==> src/rtl/lcs_pkg.sv <==
package lcs_pkg;
  localparam int ST_W = 8;
  typedef logic [ST_W-1:0] lcs_state_t;

  // sparse codes; any other value is illegal
  localparam lcs_state_t ST_BOOT      = 8'h3C;
  localparam lcs_state_t ST_IDLE      = 8'hA5;
  localparam lcs_state_t ST_CLK_SW    = 8'h56;
  localparam lcs_state_t ST_CNT_BUMP  = 8'h9A;
  localparam lcs_state_t ST_CNT_WRITE = 8'h63;
  localparam lcs_state_t ST_LEGAL_CHK = 8'hC9;
  localparam lcs_state_t ST_TOK_HASH  = 8'h2E;
  localparam lcs_state_t ST_ERASE     = 8'hB1;
  localparam lcs_state_t ST_TOK_CMP_A = 8'h4D;
  localparam lcs_state_t ST_TOK_CMP_B = 8'hD2;
  localparam lcs_state_t ST_COMMIT    = 8'h78;
  localparam lcs_state_t ST_DONE      = 8'h87;
  localparam lcs_state_t ST_SCRAP     = 8'hE4;
  localparam lcs_state_t ST_ESCALATE  = 8'h1B;
  localparam lcs_state_t ST_BAD       = 8'hF0;

  function automatic logic lcs_is_legal(input lcs_state_t s);
    case (s)
      ST_BOOT, ST_IDLE, ST_CLK_SW, ST_CNT_BUMP, ST_CNT_WRITE,
      ST_LEGAL_CHK, ST_TOK_HASH, ST_ERASE, ST_TOK_CMP_A,
      ST_TOK_CMP_B, ST_COMMIT, ST_DONE, ST_SCRAP, ST_ESCALATE,
      ST_BAD:  return 1'b1;
      default: return 1'b0;
    endcase
  endfunction
endpackage

==> src/rtl/lcs_state_reg.sv <==
module lcs_state_reg
  import lcs_pkg::*;
(
  input  logic       clk_i,
  input  logic       rst_ni,
  input  lcs_state_t next_i,
  output lcs_state_t state_o,
  output logic       legal_o
);
  lcs_state_t state_q;

  always_ff @(posedge clk_i or negedge rst_ni) begin
    if (!rst_ni) state_q <= ST_BOOT;
    else         state_q <= next_i;
  end

  assign state_o = state_q;
  assign legal_o = lcs_is_legal(state_q);
endmodule

==> src/rtl/lcs_next_state.sv <==
module lcs_next_state
  import lcs_pkg::*;
#(
  parameter int CNT_W = 5,
  parameter int LC_W  = 4,
  parameter int TOK_W = 32
) (
  input  lcs_state_t       state_i,
  input  logic             legal_i,
  input  logic             esc_i,
  input  logic             scrap_i,
  input  logic             req_i,
  input  logic [CNT_W-1:0] cnt_i,
  input  logic [LC_W-1:0]  cur_lc_i,
  input  logic [LC_W-1:0]  tgt_lc_i,
  input  logic             need_erase_i,
  input  logic             clk_sw_done_i,
  input  logic             cnt_prog_done_i,
  input  logic             cnt_prog_err_i,
  input  logic             hash_done_i,
  input  logic             hash_err_i,
  input  logic             erase_done_i,
  input  logic [TOK_W-1:0] digest_i,
  input  logic [TOK_W-1:0] tok_exp_i,
  input  logic             tok_vld_i,
  input  logic             prog_done_i,
  input  logic             prog_err_i,
  output lcs_state_t       next_o,
  output logic             abort_o
);
  localparam int HALF = TOK_W / 2;

  logic lo_match, hi_match, cnt_sat;
  assign lo_match = digest_i[HALF-1:0] == tok_exp_i[HALF-1:0];
  assign hi_match = digest_i[TOK_W-1:HALF] == tok_exp_i[TOK_W-1:HALF];
  assign cnt_sat  = &cnt_i;

  always_comb begin
    next_o  = state_i;
    abort_o = 1'b0;
    if (esc_i) begin
      next_o = ST_ESCALATE;
    end else if (!legal_i) begin
      next_o = ST_BAD;
    end else begin
      case (state_i)
        ST_BOOT: next_o = ST_IDLE;
        ST_IDLE: begin
          if (scrap_i)    next_o = ST_SCRAP;
          else if (req_i) next_o = ST_CLK_SW;
        end
        ST_CLK_SW: if (clk_sw_done_i) next_o = ST_CNT_BUMP;
        ST_CNT_BUMP: begin
          if (cnt_sat) begin
            next_o  = ST_DONE;
            abort_o = 1'b1;
          end else begin
            next_o = ST_CNT_WRITE;
          end
        end
        ST_CNT_WRITE: begin
          if (cnt_prog_done_i) begin
            next_o  = cnt_prog_err_i ? ST_DONE : ST_LEGAL_CHK;
            abort_o = cnt_prog_err_i;
          end
        end
        ST_LEGAL_CHK: begin
          if (tgt_lc_i > cur_lc_i) begin
            next_o = ST_TOK_HASH;
          end else begin
            next_o  = ST_DONE;
            abort_o = 1'b1;
          end
        end
        ST_TOK_HASH: begin
          if (hash_done_i) begin
            next_o  = hash_err_i ? ST_DONE : ST_ERASE;
            abort_o = hash_err_i;
          end
        end
        ST_ERASE: if (!need_erase_i || erase_done_i) next_o = ST_TOK_CMP_A;
        ST_TOK_CMP_A: begin
          next_o  = lo_match ? ST_TOK_CMP_B : ST_DONE;
          abort_o = !lo_match;
        end
        ST_TOK_CMP_B: begin
          if (tok_vld_i) begin
            next_o  = hi_match ? ST_COMMIT : ST_DONE;
            abort_o = !hi_match;
          end
        end
        ST_COMMIT: begin
          if (prog_done_i) begin
            next_o  = ST_DONE;
            abort_o = prog_err_i;
          end
        end
        ST_DONE, ST_SCRAP, ST_ESCALATE, ST_BAD: next_o = state_i;
        default: next_o = ST_BAD;
      endcase
    end
  end
endmodule

==> src/rtl/lcs_result_reg.sv <==
module lcs_result_reg
  import lcs_pkg::*;
#(
  parameter int TOK_W = 32
) (
  input  logic             clk_i,
  input  logic             rst_ni,
  input  lcs_state_t       state_i,
  input  lcs_state_t       next_i,
  input  logic             abort_i,
  input  logic             hash_done_i,
  input  logic             hash_err_i,
  input  logic [TOK_W-1:0] hash_digest_i,
  output logic [TOK_W-1:0] digest_o,
  output logic             err_o
);
  logic [TOK_W-1:0] digest_q;
  logic             err_q;

  always_ff @(posedge clk_i or negedge rst_ni) begin
    if (!rst_ni) begin
      digest_q <= '0;
      err_q    <= 1'b0;
    end else begin
      if (state_i == ST_TOK_HASH && hash_done_i && !hash_err_i)
        digest_q <= hash_digest_i;
      if (state_i != ST_DONE && next_i == ST_DONE)
        err_q <= abort_i;
    end
  end

  assign digest_o = digest_q;
  assign err_o    = err_q;
endmodule

==> src/rtl/lcs_out_dec.sv <==
module lcs_out_dec
  import lcs_pkg::*;
#(
  parameter int CNT_W = 5
) (
  input  lcs_state_t       state_i,
  input  logic             need_erase_i,
  input  logic             err_i,
  input  logic [CNT_W-1:0] cnt_i,
  output logic             clk_sw_req_o,
  output logic             cnt_prog_req_o,
  output logic [CNT_W-1:0] cnt_next_o,
  output logic             hash_req_o,
  output logic             erase_req_o,
  output logic             prog_req_o,
  output logic             busy_o,
  output logic             done_o,
  output logic             err_o,
  output logic             scrap_o,
  output logic             esc_o,
  output logic             fault_o
);
  always_comb begin
    clk_sw_req_o   = 1'b0;
    cnt_prog_req_o = 1'b0;
    cnt_next_o     = '0;
    hash_req_o     = 1'b0;
    erase_req_o    = 1'b0;
    prog_req_o     = 1'b0;
    busy_o         = 1'b0;
    done_o         = 1'b0;
    err_o          = 1'b0;
    scrap_o        = 1'b0;
    esc_o          = 1'b0;
    fault_o        = 1'b0;
    case (state_i)
      ST_CLK_SW: begin
        clk_sw_req_o = 1'b1;
        busy_o       = 1'b1;
      end
      ST_CNT_BUMP, ST_LEGAL_CHK, ST_TOK_CMP_A, ST_TOK_CMP_B: busy_o = 1'b1;
      ST_CNT_WRITE: begin
        cnt_prog_req_o = 1'b1;
        cnt_next_o     = cnt_i + CNT_W'(1);
        busy_o         = 1'b1;
      end
      ST_TOK_HASH: begin
        hash_req_o = 1'b1;
        busy_o     = 1'b1;
      end
      ST_ERASE: begin
        erase_req_o = need_erase_i;
        busy_o      = 1'b1;
      end
      ST_COMMIT: begin
        prog_req_o = 1'b1;
        busy_o     = 1'b1;
      end
      ST_DONE: begin
        done_o = 1'b1;
        err_o  = err_i;
      end
      ST_SCRAP:    scrap_o = 1'b1;
      ST_ESCALATE: esc_o   = 1'b1;
      ST_BAD:      fault_o = 1'b1;
      default: ;
    endcase
  end
endmodule

==> src/rtl/lcs_seq_fsm.sv <==
module lcs_seq_fsm
  import lcs_pkg::*;
#(
  parameter int          CNT_W  = 5,
  parameter int          LC_W   = 4,
  parameter int          TOK_W  = 32,
  parameter int unsigned RMA_LC = 12
) (
  input  logic             clk_i,
  input  logic             rst_ni,
  input  logic             req_i,
  input  logic             scrap_i,
  input  logic             esc_a_i,
  input  logic             esc_b_i,
  input  logic [LC_W-1:0]  cur_lc_i,
  input  logic [LC_W-1:0]  tgt_lc_i,
  input  logic [CNT_W-1:0] cnt_i,
  output logic             clk_sw_req_o,
  input  logic             clk_sw_done_i,
  output logic             cnt_prog_req_o,
  output logic [CNT_W-1:0] cnt_next_o,
  input  logic             cnt_prog_done_i,
  input  logic             cnt_prog_err_i,
  output logic             hash_req_o,
  input  logic             hash_done_i,
  input  logic             hash_err_i,
  input  logic [TOK_W-1:0] hash_digest_i,
  output logic             erase_req_o,
  input  logic             erase_done_i,
  input  logic [TOK_W-1:0] tok_exp_i,
  input  logic             tok_vld_i,
  output logic             prog_req_o,
  input  logic             prog_done_i,
  input  logic             prog_err_i,
  output logic             busy_o,
  output logic             done_o,
  output logic             err_o,
  output logic             scrap_o,
  output logic             esc_o,
  output logic             fault_o
);
  lcs_state_t       state_q, state_d;
  logic             legal, abort, err_q, need_erase;
  logic [TOK_W-1:0] digest_q;

  assign need_erase = tgt_lc_i == LC_W'(RMA_LC);

  lcs_state_reg u_reg (
    .clk_i   (clk_i),
    .rst_ni  (rst_ni),
    .next_i  (state_d),
    .state_o (state_q),
    .legal_o (legal)
  );

  lcs_next_state #(.CNT_W(CNT_W), .LC_W(LC_W), .TOK_W(TOK_W)) u_next (
    .state_i         (state_q),
    .legal_i         (legal),
    .esc_i           (esc_a_i | esc_b_i),
    .scrap_i         (scrap_i),
    .req_i           (req_i),
    .cnt_i           (cnt_i),
    .cur_lc_i        (cur_lc_i),
    .tgt_lc_i        (tgt_lc_i),
    .need_erase_i    (need_erase),
    .clk_sw_done_i   (clk_sw_done_i),
    .cnt_prog_done_i (cnt_prog_done_i),
    .cnt_prog_err_i  (cnt_prog_err_i),
    .hash_done_i     (hash_done_i),
    .hash_err_i      (hash_err_i),
    .erase_done_i    (erase_done_i),
    .digest_i        (digest_q),
    .tok_exp_i       (tok_exp_i),
    .tok_vld_i       (tok_vld_i),
    .prog_done_i     (prog_done_i),
    .prog_err_i      (prog_err_i),
    .next_o          (state_d),
    .abort_o         (abort)
  );

  lcs_result_reg #(.TOK_W(TOK_W)) u_res (
    .clk_i         (clk_i),
    .rst_ni        (rst_ni),
    .state_i       (state_q),
    .next_i        (state_d),
    .abort_i       (abort),
    .hash_done_i   (hash_done_i),
    .hash_err_i    (hash_err_i),
    .hash_digest_i (hash_digest_i),
    .digest_o      (digest_q),
    .err_o         (err_q)
  );

  lcs_out_dec #(.CNT_W(CNT_W)) u_out (
    .state_i        (state_q),
    .need_erase_i   (need_erase),
    .err_i          (err_q),
    .cnt_i          (cnt_i),
    .clk_sw_req_o   (clk_sw_req_o),
    .cnt_prog_req_o (cnt_prog_req_o),
    .cnt_next_o     (cnt_next_o),
    .hash_req_o     (hash_req_o),
    .erase_req_o    (erase_req_o),
    .prog_req_o     (prog_req_o),
    .busy_o         (busy_o),
    .done_o         (done_o),
    .err_o          (err_o),
    .scrap_o        (scrap_o),
    .esc_o          (esc_o),
    .fault_o        (fault_o)
  );
endmodule

==> config.mk <==
export PLATFORM = sky130hd
export DESIGN_NAME = lcs_seq_fsm
export DESIGN_NICKNAME = d
export VERILOG_FILES = /design/src/rtl/lcs_pkg.sv /design/src/rtl/lcs_state_reg.sv /design/src/rtl/lcs_next_state.sv /design/src/rtl/lcs_result_reg.sv /design/src/rtl/lcs_out_dec.sv /design/src/rtl/lcs_seq_fsm.sv
export SDC_FILE = /design/constraint.sdc
export NUM_CORES = 1
export LEC_CHECK = 0
export BUFFER_PORTS_ARGS = -buffer_cell sky130_fd_sc_hd__buf_2
export CAP_MARGIN = 20
export CELL_PAD_IN_SITES_DETAIL_PLACEMENT = 1
export CELL_PAD_IN_SITES_GLOBAL_PLACEMENT = 1
export CORE_MARGIN = 1.5
export CORE_UTILIZATION = 35
export CTS_BUF_LIST = sky130_fd_sc_hd__clkbuf_16
export CTS_CLUSTER_DIAMETER = 150
export DETAILED_ROUTE_END_ITERATION = 10
export PLACE_DENSITY = 0.85
export RECOVER_POWER = 100
export SYNTH_ARGS = -nofsm -noshare
export SYNTH_HDL_FRONTEND = slang
export SYNTH_SLANG_ARGS = --single-unit
==> constraint.sdc <==
create_clock -name clk_i -period 3 [get_ports clk_i]
set_clock_uncertainty 0.2 [all_clocks]
set_input_delay 0.3 -clock clk_i [delete_from_list [all_inputs] [get_ports clk_i]]
set_output_delay 0.3 -clock clk_i [all_outputs]
set_load 0.05 [all_outputs]
==> run summary <==
The count of input and output buffers came out at 107. The number of hold-slack violations in the final timing report is 0. The flow ran to the end, and the final reports show no timing, DRC or antenna violations.

In this design, the largest share of critical-path delay is due to simple AND/OR/NAND/NOR gates. The total of flip-flops plus latches after synthesis is 41. The average routed wire per standard cell is 17.5 um.

The starting DRC count in detailed routing is 89. The maximum level of the CTS H-tree is 2. The share of total power in combinational logic is 0.194.

The maximum clock frequency came out at 343 MHz. The post-layout worst setup margin came out at 0.0830 ns. Before CTS, the worst setup slack after placement is 0.263 ns.

The final number of setup-violating endpoints came out at 0. The part of the Yosys area used for sequential elements is 0.356. At the end of routability-driven placement, the weighted congestion stood at 0.982.

The worst hold path begins at hash_digest_i[9]. The number of pins with negative max-slew slack in the final report is 0. The via count normalized by instance count came out at 5.32. The total via count after detailed routing is 2678.

The footprint of the multi-input gates is 1750 um^2. The data arrival time of the worst path came out at 2.42 ns. The count of flip-flops with a built-in enable after synthesis is 0. Clock tree synthesis selected as its root buffer the cell sky130_fd_sc_hd__clkbuf_16. The share of synthesized registers carrying an async set or reset is 1.00. The layout-stage area growth over the synthesis result came out at 26.4%. The starting density of the core came out at 0.369. The net switching power is 385 uW. The number of filler instances in the final layout is 970. The number of max-capacitance violations reported is 0. The number of buffers on the longest clock path came out at 2. The cell area power density came out at 384 nW/um^2. The worst register-to-register path begins at u_reg.state_o[5].

The number of gates given a new drive strength after cts came out at 0. The worst setup path startpoint is u_reg.state_o[5]. The critical path is of the reg -> out type. The total routing resource utilization after global routing is 0.204. In the synthesized netlist, the number of instances is 293. The number of CTS-inserted buffers is 5. The via count of the first global-routing pass is 2832. The switching power as a share of total power is 0.274. The min-delay analysis places its worst path in the category in -> reg.

For this run, the slowest stage of the critical path takes 0.78 ns. The peak supply drop came out at 0.331 mV. A synthesized cell averages 9.88 um^2. Walking the worst path, the cells encountered are and4bb_4 > nand4_1 > nand3_1 > or3_4 > buf_2.

The total grt overflow is 0. For this run, the detailed router's first-pass iteration total came to 4. TritonCTS built the clock tree. The part of the cycle the worst path needs is 0.972. The net count of the finished layout is 498. In this run the horizontal extent of the chip is 93.9 um. The clock share of power came out at 0.369. The area of the core region came out at 7850 um^2. Setup repair after global routing left no endpoint under its margin. The cell area that synthesis handed to floorplanning was 2890 um^2. The final critical path time including I/O delays and setup is 2.92 ns. The CTS clock-pin slew for the worst setup and hold paths is 0.06 ns. The sequential fraction of design power is 0.437. The die is 93.9 um tall. Summed over all layers, the routed wires come to 8830 um. The post-CTS setup buffer count came out at 0. Of the cells placed in the final design, the portion with a size suffix greater than 1 is 0.389. The largest net degree at the start of global routing came out at 42.

The floorplan die area came out at 8820 um^2. The global-route wire length before repair came out at 13900 um. Summing all flip-flop and latch instances after layout gives 1030 um^2. The number of buffers and inverters on the critical path is 1. The synthesized netlist contains 61 unique library cells. The worst relative slew slack is 0.321. After legalization and detailed placement, the total HPWL measured 7150 um. The floorplan has 32 rows. The internal power of the cells totals 1.02 mW. For the pin with the worst max-slew slack, the measured transition is 1.02 ns. The critical-path cell with the highest stage delay is sky130_fd_sc_hd__dfstp_1. Summed over all cells, the static leakage comes to 1.73 nW. The clock sink total came out at 41.

The number of top-level design ports is 108. The post-route antenna net violation count came out at 0. The post-synthesis net count is 391.

Along the worst path, the maximum fanout reaches 11. The count of warnings emitted by yosys is 0. The number of antenna violations at the first check in global routing came out at 0. The remaining routing DRC violations is 0. The repair_antennas step left the layout with diodes totalling 0. The worst endpoint required time is 2.50 ns. Among all flip-flop cells after synthesis, the most frequent one is sky130_fd_sc_hd__dfrtp_1. Summed over all failing endpoints, the final setup total negative slack is 0 ns. The critical path launch point type is a register. The later pin in the worst-skew pair is clocked with a latency of 0.28 ns.

The kind of end point of the critical path is an output pin.
==> layout make-up <==
| class | instances | share of cell area |
|---|---|---|
| inverters | 15 | 0.0161 |
| multi-input cells | 228 | 0.477 |
| well taps | 102 | 0.0349 |
| repair buffers | 109 | 0.151 |
| flip-flops and latches | 41 | 0.282 |
| clock inverters | 3 | 0.00479 |
| clock buffers | 5 | 0.0342 |
==> cell usage in the layout, fill, tap and decap left out, types with 2 or more instances in the layout <==
| master | count |
|---|---|
| sky130_fd_sc_hd__nand4_1 | 19 |
| sky130_fd_sc_hd__nand3_1 | 12 |
| sky130_fd_sc_hd__nor2b_4 | 2 |
| sky130_fd_sc_hd__mux2_2 | 31 |
| sky130_fd_sc_hd__and4bb_1 | 2 |
| sky130_fd_sc_hd__xnor2_1 | 33 |
| sky130_fd_sc_hd__a311oi_1 | 2 |
| sky130_fd_sc_hd__xor2_1 | 2 |
| sky130_fd_sc_hd__nor3_1 | 4 |
| sky130_fd_sc_hd__nor2b_1 | 6 |
| sky130_fd_sc_hd__clkbuf_1 | 11 |
| sky130_fd_sc_hd__and3_1 | 5 |
| sky130_fd_sc_hd__dfstp_2 | 3 |
| sky130_fd_sc_hd__or4_1 | 3 |
| sky130_fd_sc_hd__ha_1 | 6 |
| sky130_fd_sc_hd__nor2_1 | 23 |
| sky130_fd_sc_hd__nand2_1 | 11 |
| sky130_fd_sc_hd__o41ai_1 | 2 |
| sky130_fd_sc_hd__clkbuf_16 | 5 |
| sky130_fd_sc_hd__buf_2 | 94 |
| sky130_fd_sc_hd__o211ai_1 | 3 |
| sky130_fd_sc_hd__dfrtp_1 | 37 |
| sky130_fd_sc_hd__or2_2 | 3 |
| sky130_fd_sc_hd__a21oi_1 | 10 |
| sky130_fd_sc_hd__o21ai_0 | 9 |
| sky130_fd_sc_hd__inv_1 | 14 |
| sky130_fd_sc_hd__clkbuf_2 | 2 |
| sky130_fd_sc_hd__and2_1 | 4 |
| sky130_fd_sc_hd__nor4_1 | 5 |
==> flip-flops by register name, summed over array words and instances (netlist names) <==
| name | cells |
|---|---|
| u_reg.state_o | 8 |
| u_res.digest_o | 32 |
| u_res.err_o | 1 |
==> what timing repair did <==
item                                    in CTS  in global routing
endpoints found under the setup margin       0                  0
hold buffers                                 1                  0
endpoints found under the hold margin       37                  0
==> routing by layer <==
metal  share of wire  track usage
met1            0.40        0.241
met2            0.53        0.371
met5               0            0
met3           0.056       0.0453
met4           0.016       0.0510
==> cell families after synthesis <==
kind of cell,share of synthesized area
DFF,0.356
and+or+nand+nor,0.263
AOI/OAI and AO/OA,0.0839
buffers and inverters,0.0406
muxes,0.125
xor gates and xnor gates,0.106
adders and majority gates,0.0259
==> stage by stage <==
stage                     power (mW)  area, um^2  hold WS [ns]  cells  utilization
after floorplan                0.778        2900        -0.196    293            -
after global placement         0.887        3530         0.272    494        0.450
after detailed placement       0.898        3530         0.288    494        0.450
after CTS                       1.42        3680        0.0424    503        0.469
after global routing            1.47        3660        0.0431    503        0.466
final                           1.41        3660        0.0457    503        0.466
==> power groups by stage <==
| stage | clock (mW) | combinational [mW] | sequential (mW) |
|---|---|---|---|
| after floorplan | 0 | 0.173 | 0.605 |
| after global placement | 0 | 0.264 | 0.622 |
| after detailed placement | 0 | 0.274 | 0.624 |
| after CTS | 0.532 | 0.277 | 0.615 |
| after global routing | 0.556 | 0.301 | 0.618 |
| final | 0.519 | 0.273 | 0.615 |
==> final timing paths <==
| check | end | slack, ns | cells after the start |
|---|---|---|---|
| max | busy_o | 0.08 | 5 |
| min | u_res.digest_o[9] | 0.05 | 2 |
| max reg2reg | u_res.err_o | 0.14 | 7 |
| min reg2reg | u_res.digest_o[9] | 0.31 | 1 |
| max in group asynchronous | u_reg.state_o[7] | 1.45 | 2 |
| min in group asynchronous | u_res.digest_o[5] | 0.53 | 2 |
==> synth_stat cells (all sizes together) (2+ instances only) <==
library cell	n	area, um^2
dfrtp	37	926
xnor2	33	289
mux2	32	360
nor2	24	92.6
nand4	20	140
inv	15	58.8
nand3	13	70.1
nand2	11	41.3
a21oi	10	50.1
o21ai	9	45.0
nor2b	8	65.1
buf	7	47.5
and3	6	42.5
ha	6	75.1
nor4	6	37.5
and2	5	33.8
dfstp	4	105
nor3	4	25.0
or2	4	25.0
and4bb	3	41.3
nor4b	3	47.5
o211ai	3	22.5
or4	3	22.5
a311oi	2	17.5
clkbuf	2	11.3
o41ai	2	17.5
or3	2	17.5
xor2	2	17.5
Power figures use the tool's default switching activity.
